==> src/rtl/idx_ea_pkg.sv <==
package idx_ea_pkg;

  typedef enum logic [1:0] {
    BR_X  = 2'b00,
    BR_Y  = 2'b01,
    BR_SP = 2'b10,
    BR_PC = 2'b11
  } base_e;

  typedef enum logic [2:0] {
    OK_C5, OK_C9, OK_C16, OK_ACC_A, OK_ACC_B, OK_ACC_D, OK_AUTO
  } ofs_e;

  typedef struct packed {
    base_e      base;
    ofs_e       kind;
    logic       indirect;
    logic       post;
    logic [3:0] step;
  } xdec_t;

endpackage

==> src/rtl/idx_postbyte_decode.sv <==
module idx_postbyte_decode
  import idx_ea_pkg::*;
(
  input  logic [7:0] pb,
  output xdec_t      dec
);

  always_comb begin
    dec.base     = base_e'(pb[7:6]);
    dec.kind     = OK_C5;
    dec.indirect = 1'b0;
    dec.post     = pb[4];
    dec.step     = pb[3:0];
    if (pb[7:5] == 3'b111) begin
      dec.base = base_e'(pb[4:3]);
      if (!pb[2]) begin
        if (pb[1:0] == 2'b11) begin
          dec.kind     = OK_C16;
          dec.indirect = 1'b1;
        end else if (!pb[1]) begin
          dec.kind = OK_C9;
        end else begin
          dec.kind = OK_C16;
        end
      end else begin
        unique case (pb[1:0])
          2'b00: dec.kind = OK_ACC_A;
          2'b01: dec.kind = OK_ACC_B;
          2'b10: dec.kind = OK_ACC_D;
          default: begin
            dec.kind     = OK_ACC_D;
            dec.indirect = 1'b1;
          end
        endcase
      end
    end else if (pb[5]) begin
      dec.kind = OK_AUTO;
    end
  end

endmodule

==> src/rtl/idx_addr_calc.sv <==
module idx_addr_calc
  import idx_ea_pkg::*;
#(
  parameter int DATA_W = 8,
  localparam int ADDR_W = 2 * DATA_W
) (
  input  xdec_t               dec,
  input  logic [4:0]          ofs5,
  input  logic [DATA_W-1:0]   ext_hi,
  input  logic [DATA_W-1:0]   ext_lo,
  input  logic [ADDR_W-1:0]   reg_x,
  input  logic [ADDR_W-1:0]   reg_y,
  input  logic [ADDR_W-1:0]   reg_sp,
  input  logic [ADDR_W-1:0]   pc_next,
  input  logic [DATA_W-1:0]   acc_a,
  input  logic [DATA_W-1:0]   acc_b,
  output logic [ADDR_W-1:0]   addr,
  output logic                wb_req,
  output logic [ADDR_W-1:0]   wb_val
);

  logic [ADDR_W-1:0] base_v;
  logic [ADDR_W-1:0] ofs_v;
  logic [ADDR_W-1:0] sum_v;

  always_comb begin
    unique case (dec.base)
      BR_X:    base_v = reg_x;
      BR_Y:    base_v = reg_y;
      BR_SP:   base_v = reg_sp;
      default: base_v = pc_next;
    endcase
  end

  always_comb begin
    unique case (dec.kind)
      OK_C5:    ofs_v = {{(ADDR_W-5){ofs5[4]}}, ofs5};
      OK_C9:    ofs_v = {{(ADDR_W-DATA_W-1){ofs5[0]}}, ofs5[0], ext_hi};
      OK_C16:   ofs_v = {ext_hi, ext_lo};
      OK_ACC_A: ofs_v = {{DATA_W{1'b0}}, acc_a};
      OK_ACC_B: ofs_v = {{DATA_W{1'b0}}, acc_b};
      OK_ACC_D: ofs_v = {acc_a, acc_b};
      default:  ofs_v = dec.step[3] ? {{(ADDR_W-4){1'b1}}, dec.step}
                                    : {{(ADDR_W-4){1'b0}}, dec.step} + 1'b1;
    endcase
  end

  assign sum_v  = base_v + ofs_v;
  assign wb_req = (dec.kind == OK_AUTO) && !dec.indirect;
  assign wb_val = sum_v;
  assign addr   = (wb_req && dec.post) ? base_v : sum_v;

endmodule

==> src/rtl/idx_ptr_fetch.sv <==
module idx_ptr_fetch #(
  parameter int DATA_W = 8,
  localparam int ADDR_W = 2 * DATA_W
) (
  input  logic              clk,
  input  logic              rst_n,
  input  logic              go,
  input  logic [ADDR_W-1:0] ptr_addr,
  input  logic [DATA_W-1:0] mem_rdata,
  output logic              busy,
  output logic              mem_rd,
  output logic [ADDR_W-1:0] mem_addr,
  output logic              fin,
  output logic [ADDR_W-1:0] ptr_val
);

  typedef enum logic [1:0] {PF_IDLE, PF_HI, PF_LO, PF_END} pf_e;

  pf_e               st_q, st_n;
  logic [ADDR_W-1:0] addr_q;
  logic [DATA_W-1:0] hi_q;
  logic              addr_en, hi_en;

  always_comb begin
    st_n = st_q;
    unique case (st_q)
      PF_IDLE: if (go) st_n = PF_HI;
      PF_HI:   st_n = PF_LO;
      PF_LO:   st_n = PF_END;
      default: st_n = PF_IDLE;
    endcase
  end

  assign addr_en = (st_q == PF_IDLE) && go;
  assign hi_en   = (st_q == PF_LO);

  always_ff @(posedge clk or negedge rst_n) begin
    if (!rst_n) begin
      st_q   <= PF_IDLE;
      addr_q <= '0;
      hi_q   <= '0;
    end else begin
      st_q <= st_n;
      if (addr_en) addr_q <= ptr_addr;
      if (hi_en)   hi_q   <= mem_rdata;
    end
  end

  assign busy     = (st_q != PF_IDLE);
  assign mem_rd   = (st_q == PF_HI) || (st_q == PF_LO);
  assign mem_addr = (st_q == PF_LO) ? addr_q + 1'b1 : addr_q;
  assign fin      = (st_q == PF_END);
  assign ptr_val  = {hi_q, mem_rdata};

endmodule

==> src/rtl/idx_ea_unit.sv <==
module idx_ea_unit
  import idx_ea_pkg::*;
#(
  parameter int DATA_W = 8,
  localparam int ADDR_W = 2 * DATA_W
) (
  input  logic              clk,
  input  logic              rst_n,
  input  logic              start,
  input  logic [7:0]        postbyte,
  input  logic [DATA_W-1:0] ext_hi,
  input  logic [DATA_W-1:0] ext_lo,
  input  logic [ADDR_W-1:0] reg_x,
  input  logic [ADDR_W-1:0] reg_y,
  input  logic [ADDR_W-1:0] reg_sp,
  input  logic [ADDR_W-1:0] pc_next,
  input  logic [DATA_W-1:0] acc_a,
  input  logic [DATA_W-1:0] acc_b,
  output logic              mem_rd,
  output logic [ADDR_W-1:0] mem_addr,
  input  logic [DATA_W-1:0] mem_rdata,
  output logic [ADDR_W-1:0] ea,
  output logic              done,
  output logic              wb_en,
  output logic [1:0]        wb_sel,
  output logic [ADDR_W-1:0] wb_data
);

  xdec_t             dec;
  logic [ADDR_W-1:0] addr_c, wb_val_c, ptr_val;
  logic              wb_req_c, busy, fin;
  logic              accept, go_ptr, direct_ok;

  idx_postbyte_decode u_dec (
    .pb  (postbyte),
    .dec (dec)
  );

  idx_addr_calc #(.DATA_W(DATA_W)) u_calc (
    .dec     (dec),
    .ofs5    (postbyte[4:0]),
    .ext_hi  (ext_hi),
    .ext_lo  (ext_lo),
    .reg_x   (reg_x),
    .reg_y   (reg_y),
    .reg_sp  (reg_sp),
    .pc_next (pc_next),
    .acc_a   (acc_a),
    .acc_b   (acc_b),
    .addr    (addr_c),
    .wb_req  (wb_req_c),
    .wb_val  (wb_val_c)
  );

  assign accept    = start && !busy;
  assign go_ptr    = accept && dec.indirect;
  assign direct_ok = accept && !dec.indirect;

  idx_ptr_fetch #(.DATA_W(DATA_W)) u_fetch (
    .clk       (clk),
    .rst_n     (rst_n),
    .go        (go_ptr),
    .ptr_addr  (addr_c),
    .mem_rdata (mem_rdata),
    .busy      (busy),
    .mem_rd    (mem_rd),
    .mem_addr  (mem_addr),
    .fin       (fin),
    .ptr_val   (ptr_val)
  );

  logic [ADDR_W-1:0] ea_n;
  logic              done_n, wb_en_n, ea_en, wbd_en;

  always_comb begin
    done_n  = direct_ok || fin;
    wb_en_n = direct_ok && wb_req_c;
    ea_en   = done_n;
    wbd_en  = direct_ok;
    ea_n    = fin ? ptr_val : addr_c;
  end

  always_ff @(posedge clk or negedge rst_n) begin
    if (!rst_n) begin
      ea      <= '0;
      done    <= 1'b0;
      wb_en   <= 1'b0;
      wb_sel  <= 2'b00;
      wb_data <= '0;
    end else begin
      done  <= done_n;
      wb_en <= wb_en_n;
      if (ea_en) ea <= ea_n;
      if (wbd_en) begin
        wb_sel  <= dec.base;
        wb_data <= wb_val_c;
      end
    end
  end

endmodule

==> config.mk <==
export PLATFORM = sky130hd
export DESIGN_NAME = idx_ea_unit
export DESIGN_NICKNAME = d
export VERILOG_FILES = /design/src/rtl/idx_ea_pkg.sv /design/src/rtl/idx_postbyte_decode.sv /design/src/rtl/idx_addr_calc.sv /design/src/rtl/idx_ptr_fetch.sv /design/src/rtl/idx_ea_unit.sv
export SDC_FILE = /design/constraint.sdc
export NUM_CORES = 1
export LEC_CHECK = 0
export CORE_ASPECT_RATIO = 1.2
export CORE_MARGIN = 3
export CORE_UTILIZATION = 46
export DETAILED_ROUTE_END_ITERATION = 7
export GPL_TIMING_DRIVEN = 1
export PLACE_DENSITY_LB_ADDON = 0.1
export SLEW_MARGIN = 10
export SYNTH_ARGS = -nofsm -noshare
export SYNTH_HDL_FRONTEND = slang
export SYNTH_SLANG_ARGS = --single-unit
export TNS_END_PERCENT = 20
==> constraint.sdc <==
create_clock -name clk -period 2.4 [get_ports clk]
set_input_delay 0.48 -clock clk [delete_from_list [all_inputs] [get_ports clk]]
set_output_delay 0.48 -clock clk [all_outputs]
set_load 0.01 [all_outputs]
==> out/results.ini <==
[placed_design]
port_buffers=167
dp_cells=931
pre_cts_ws_ns=-2.05
place_area_um2=7780
dp_hpwl_mm=15.2
gp_congestion=0.992

[timing]
rsz0062_at_grt=true
setup_ws_ns=-1.49
slew_viol_final=0
final-hold-violation-count=0
min_period_ns=3.89
relSlewSlack_pct=37.7
setup_viol=54
worst_slew_pin_slew_ns=0.934
fin_crit_sh_pct=162
fmax_ghz=0.257
finClkSkew_ns=0.00617

[pwr]
p_comb_share_pct=60.4
p_sw_mw=3.62
p_seq_share_pct=23.8
power_density_nw_per_um2=946
power_frac_clock_pct=15.8
power_mw=8.52
peakVddDrop_v=0.000632
p_int_mw=4.90
switching_share_pct=42.5
leakagePower_nw=3.93

[worst_setup_path]
startpoint_type=input pin
crit_chain=buf_8, buf_8, ha_4, buf_4, buf_6, nor2_4, mux2i_4, a221oi_4, buf_4, buf_4, a21oi_1, ha_1, buf_4, nand2b_1, nor3_1, mux2i_1, nand4_1, o311a_1
path_max_fanout=6
cp_common_cell=buf_4
critPathArrivalTime_ns=4.17
worst-path-buf-inv=7
critPathMaxStageDelay_ns=0.68
r2r_start=u_fetch.st_q[1]$_DFFE_PN0P_
critPathKind=input pin to flop
cp_slowest_cell=nor3_1
setup.worst_path.end_class=flop
cp_data_required_time_ns=2.68
cp_top_family=simple AND/OR/NAND/NOR gates
reg2reg_depth=9
rr_endpoint=ea[1]$_DFFE_PN0P_
r2r_slack_ns=-0.23

[routing]
wire_per_inst_um=27.4
routed_wl_mm=27.1
vias=6646
drc=1
vias_per_cell=6.73
drtPass1Iterations=8
antenna_left=0
drtIter0Drc=697

[clock_tree]
cts_root_buf=clkbuf_16
cts_buffers=9
cts_tree=done
clk_latency_ns=0.34
clock-sinks=62
clockBufferDepth=2
clk_pin_slew_ns=0.06
h-tree-depth=3

[floorplan]
core.rowCount=39
die_area_um2=11500
die_h_um=117
num_io_pins=168
initial_core_util_pct=48.5
fp.dieW_um=98.6
core_um2=9760

[logic_synthesis]
synth_fa_ha_area_share_pct=6.50
ys_ff_latch=62
synth-xor-area-share_pct=5.37
ys_seq_area_share_pct=32.8
syn_area_per_cell_um2=9.14
synth_top_family_by_area=compound AO/OA/AOI/OAI gates
synthDistinctLibCells=62
yosysWarnings=0
synth_compound_area_share_pct=21.2
syn_area_um2=4730
synth_ff_type=dfrtp_1
synthSimpleGateAreaFrac_pct=16.4
synth.net_count=657
muxShareOfSynthArea_pct=14.0
synth_edf_count=0
async_flop_share_pct=100
synth_cells=518

[cells_and_area]
nets=998
drive_above_1_share_pct=42.5
antenna_cells=0
final_cell_mix=buf_4, clkdlybuf4s50_1, nand2_1, dfrtp_1, nor2_1
stdcell_count=987
final_area_um2=9010
nFillCells=335
layout_commonest_cell=buf_4
area_growth_pct=90.3

[global_routing]
grt-ovfl-total=0
grt_max_degree=43
antenna_found_initial=0
grt_usage_pct=38.1
grt_pass1_wl_mm=34.0
grt_pass1_vias=6386

[outcome]
violations=DRC, setup timing
status=finished with violations

[job]
drv_cap=0

[hold_path]
hold_path_class=input pin to async pin

[sequential cells by signal, indices dropped and copies added (netlist names)]
register	count
wb_data	16
u_fetch.st_q	2
done	1
ea	16
wb_en	1
wb_sel	2
u_fetch.hi_q	8
u_fetch.addr_q	16
[logic make-up after synthesis]
group | count (synthesis)
AO/OA/AOI/OAI | 150
AND/OR/NAND/NOR | 172
XOR/XNOR | 29
adder cells (fa/ha/maj) | 24
flip-flops | 62
buffers and inverters | 38
multiplexers | 43
[cell type report]
| class | instances | area, µm² | area share (%) |
|---|---|---|---|
| Inverter | 11 | 51.3 | 0.570 |
| Tap cell | 123 | 154 | 1.71 |
| Clock inverter | 7 | 73.8 | 0.820 |
| Clock buffer | 9 | 225 | 2.50 |
| Multi-Input combinational cell | 418 | 3790 | 42.1 |
| Sequential cell | 62 | 1550 | 17.2 |
| Timing Repair Buffer | 357 | 3160 | 35.1 |
[power by group through the flow]
stage	clock network [mW]	registers [mW]	logic (mW)
finish	1.34	2.03	5.15
global route	1.38	2.06	5.34
detailed placement	0	1.90	4.00
CTS	1.31	1.91	4.31
floorplan	0	1.96	1.69
global placement	0	1.87	3.84
[stage by stage]
| step | hold slack (ns) | util (%) | TNS [ns] |
|---|---|---|---|
| after floorplan | 0.184 | - | -29.29 |
| after CTS | 0.310 | 87.5 | -31.62 |
| after detailed placement | 0.475 | 79.8 | -78.31 |
| final | 0.271 | 92.3 | -40.37 |
| after global placement | 0.463 | 79.8 | -69.76 |
| after global routing | 0.331 | 92.3 | -44.93 |
[layer usage]
| layer | part of all wire, % | up-vias | wire length (µm) | global-route usage, % |
|---|---|---|---|---|
| met5 | 0 | - | 0 | 0 |
| met4 | 11 | 0 | 2900 | 22.2 |
| met3 | 13 | 280 | 3450 | 7.29 |
| met2 | 47 | 724 | 12700 | 69.9 |
| met1 | 29 | 3058 | 7980 | 41.2 |
| li1 | - | 2584 | - | - |
[worst max path at each step]
stage	start	cells past startpoint	endpoint
after detailed placement	postbyte[1]	17	ea[7]$_DFFE_PN0P_
after global routing	postbyte[0]	17	wb_data[14]$_DFFE_PN0P_
after CTS	postbyte[1]	17	ea[14]$_DFFE_PN0P_
after floorplan	postbyte[7]	15	ea[10]$_DFFE_PN0P_
after global placement	postbyte[1]	17	ea[14]$_DFFE_PN0P_
final	postbyte[1]	18	ea[14]$_DFFE_PN0P_
[cells in the mapped netlist, types with 2 or more instances]
library cell   n  area share (%)
nor2_1        33             2.6
buf_1          2            0.16
nand3_1       13             1.4
o21bai_1       2            0.32
o31ai_1        4            0.63
nor2b_1        3            0.40
buf_4          4            0.63
a21o_1         7             1.1
a32o_1         2            0.42
a31oi_1       10             1.3
mux2_2        14             3.3
nor3b_1        3            0.48
nand2_1       91             7.2
nor4_2         2            0.53
inv_1         11            0.87
xnor2_1       20             3.7
and3_1         3            0.40
clkbuf_1      14             1.1
a211oi_1       5            0.79
or2_2          2            0.26
nand4_1        6            0.79
mux2i_1       13             2.7
o21ai_0       41             4.3
xor2_1         9             1.7
a2111oi_0      2            0.37
buf_6          2            0.48
a22oi_1       14             2.2
dfrtp_1       62              33
mux4_2        12             5.7
nand2b_1       4            0.53
a221o_1        4            0.85
o211ai_1       4            0.63
nor3_1         5            0.53
buf_2          4            0.42
mux4_1         4             2.2
a21oi_1       33             3.5
o21a_1         7             1.1
ha_1          23             6.1
[what timing repair did]
item / in CTS / in global routing
resized for setup: 138 / 83
pin swaps: 45 / 40
hold buffers: 0 / 0
buffers inserted: 25 / 17
endpoints found under the hold margin: 0 / 0
setup endpoints to repair: 64 / 59
gates cloned: 1 / 0
(Power assumes the default switching activity.)
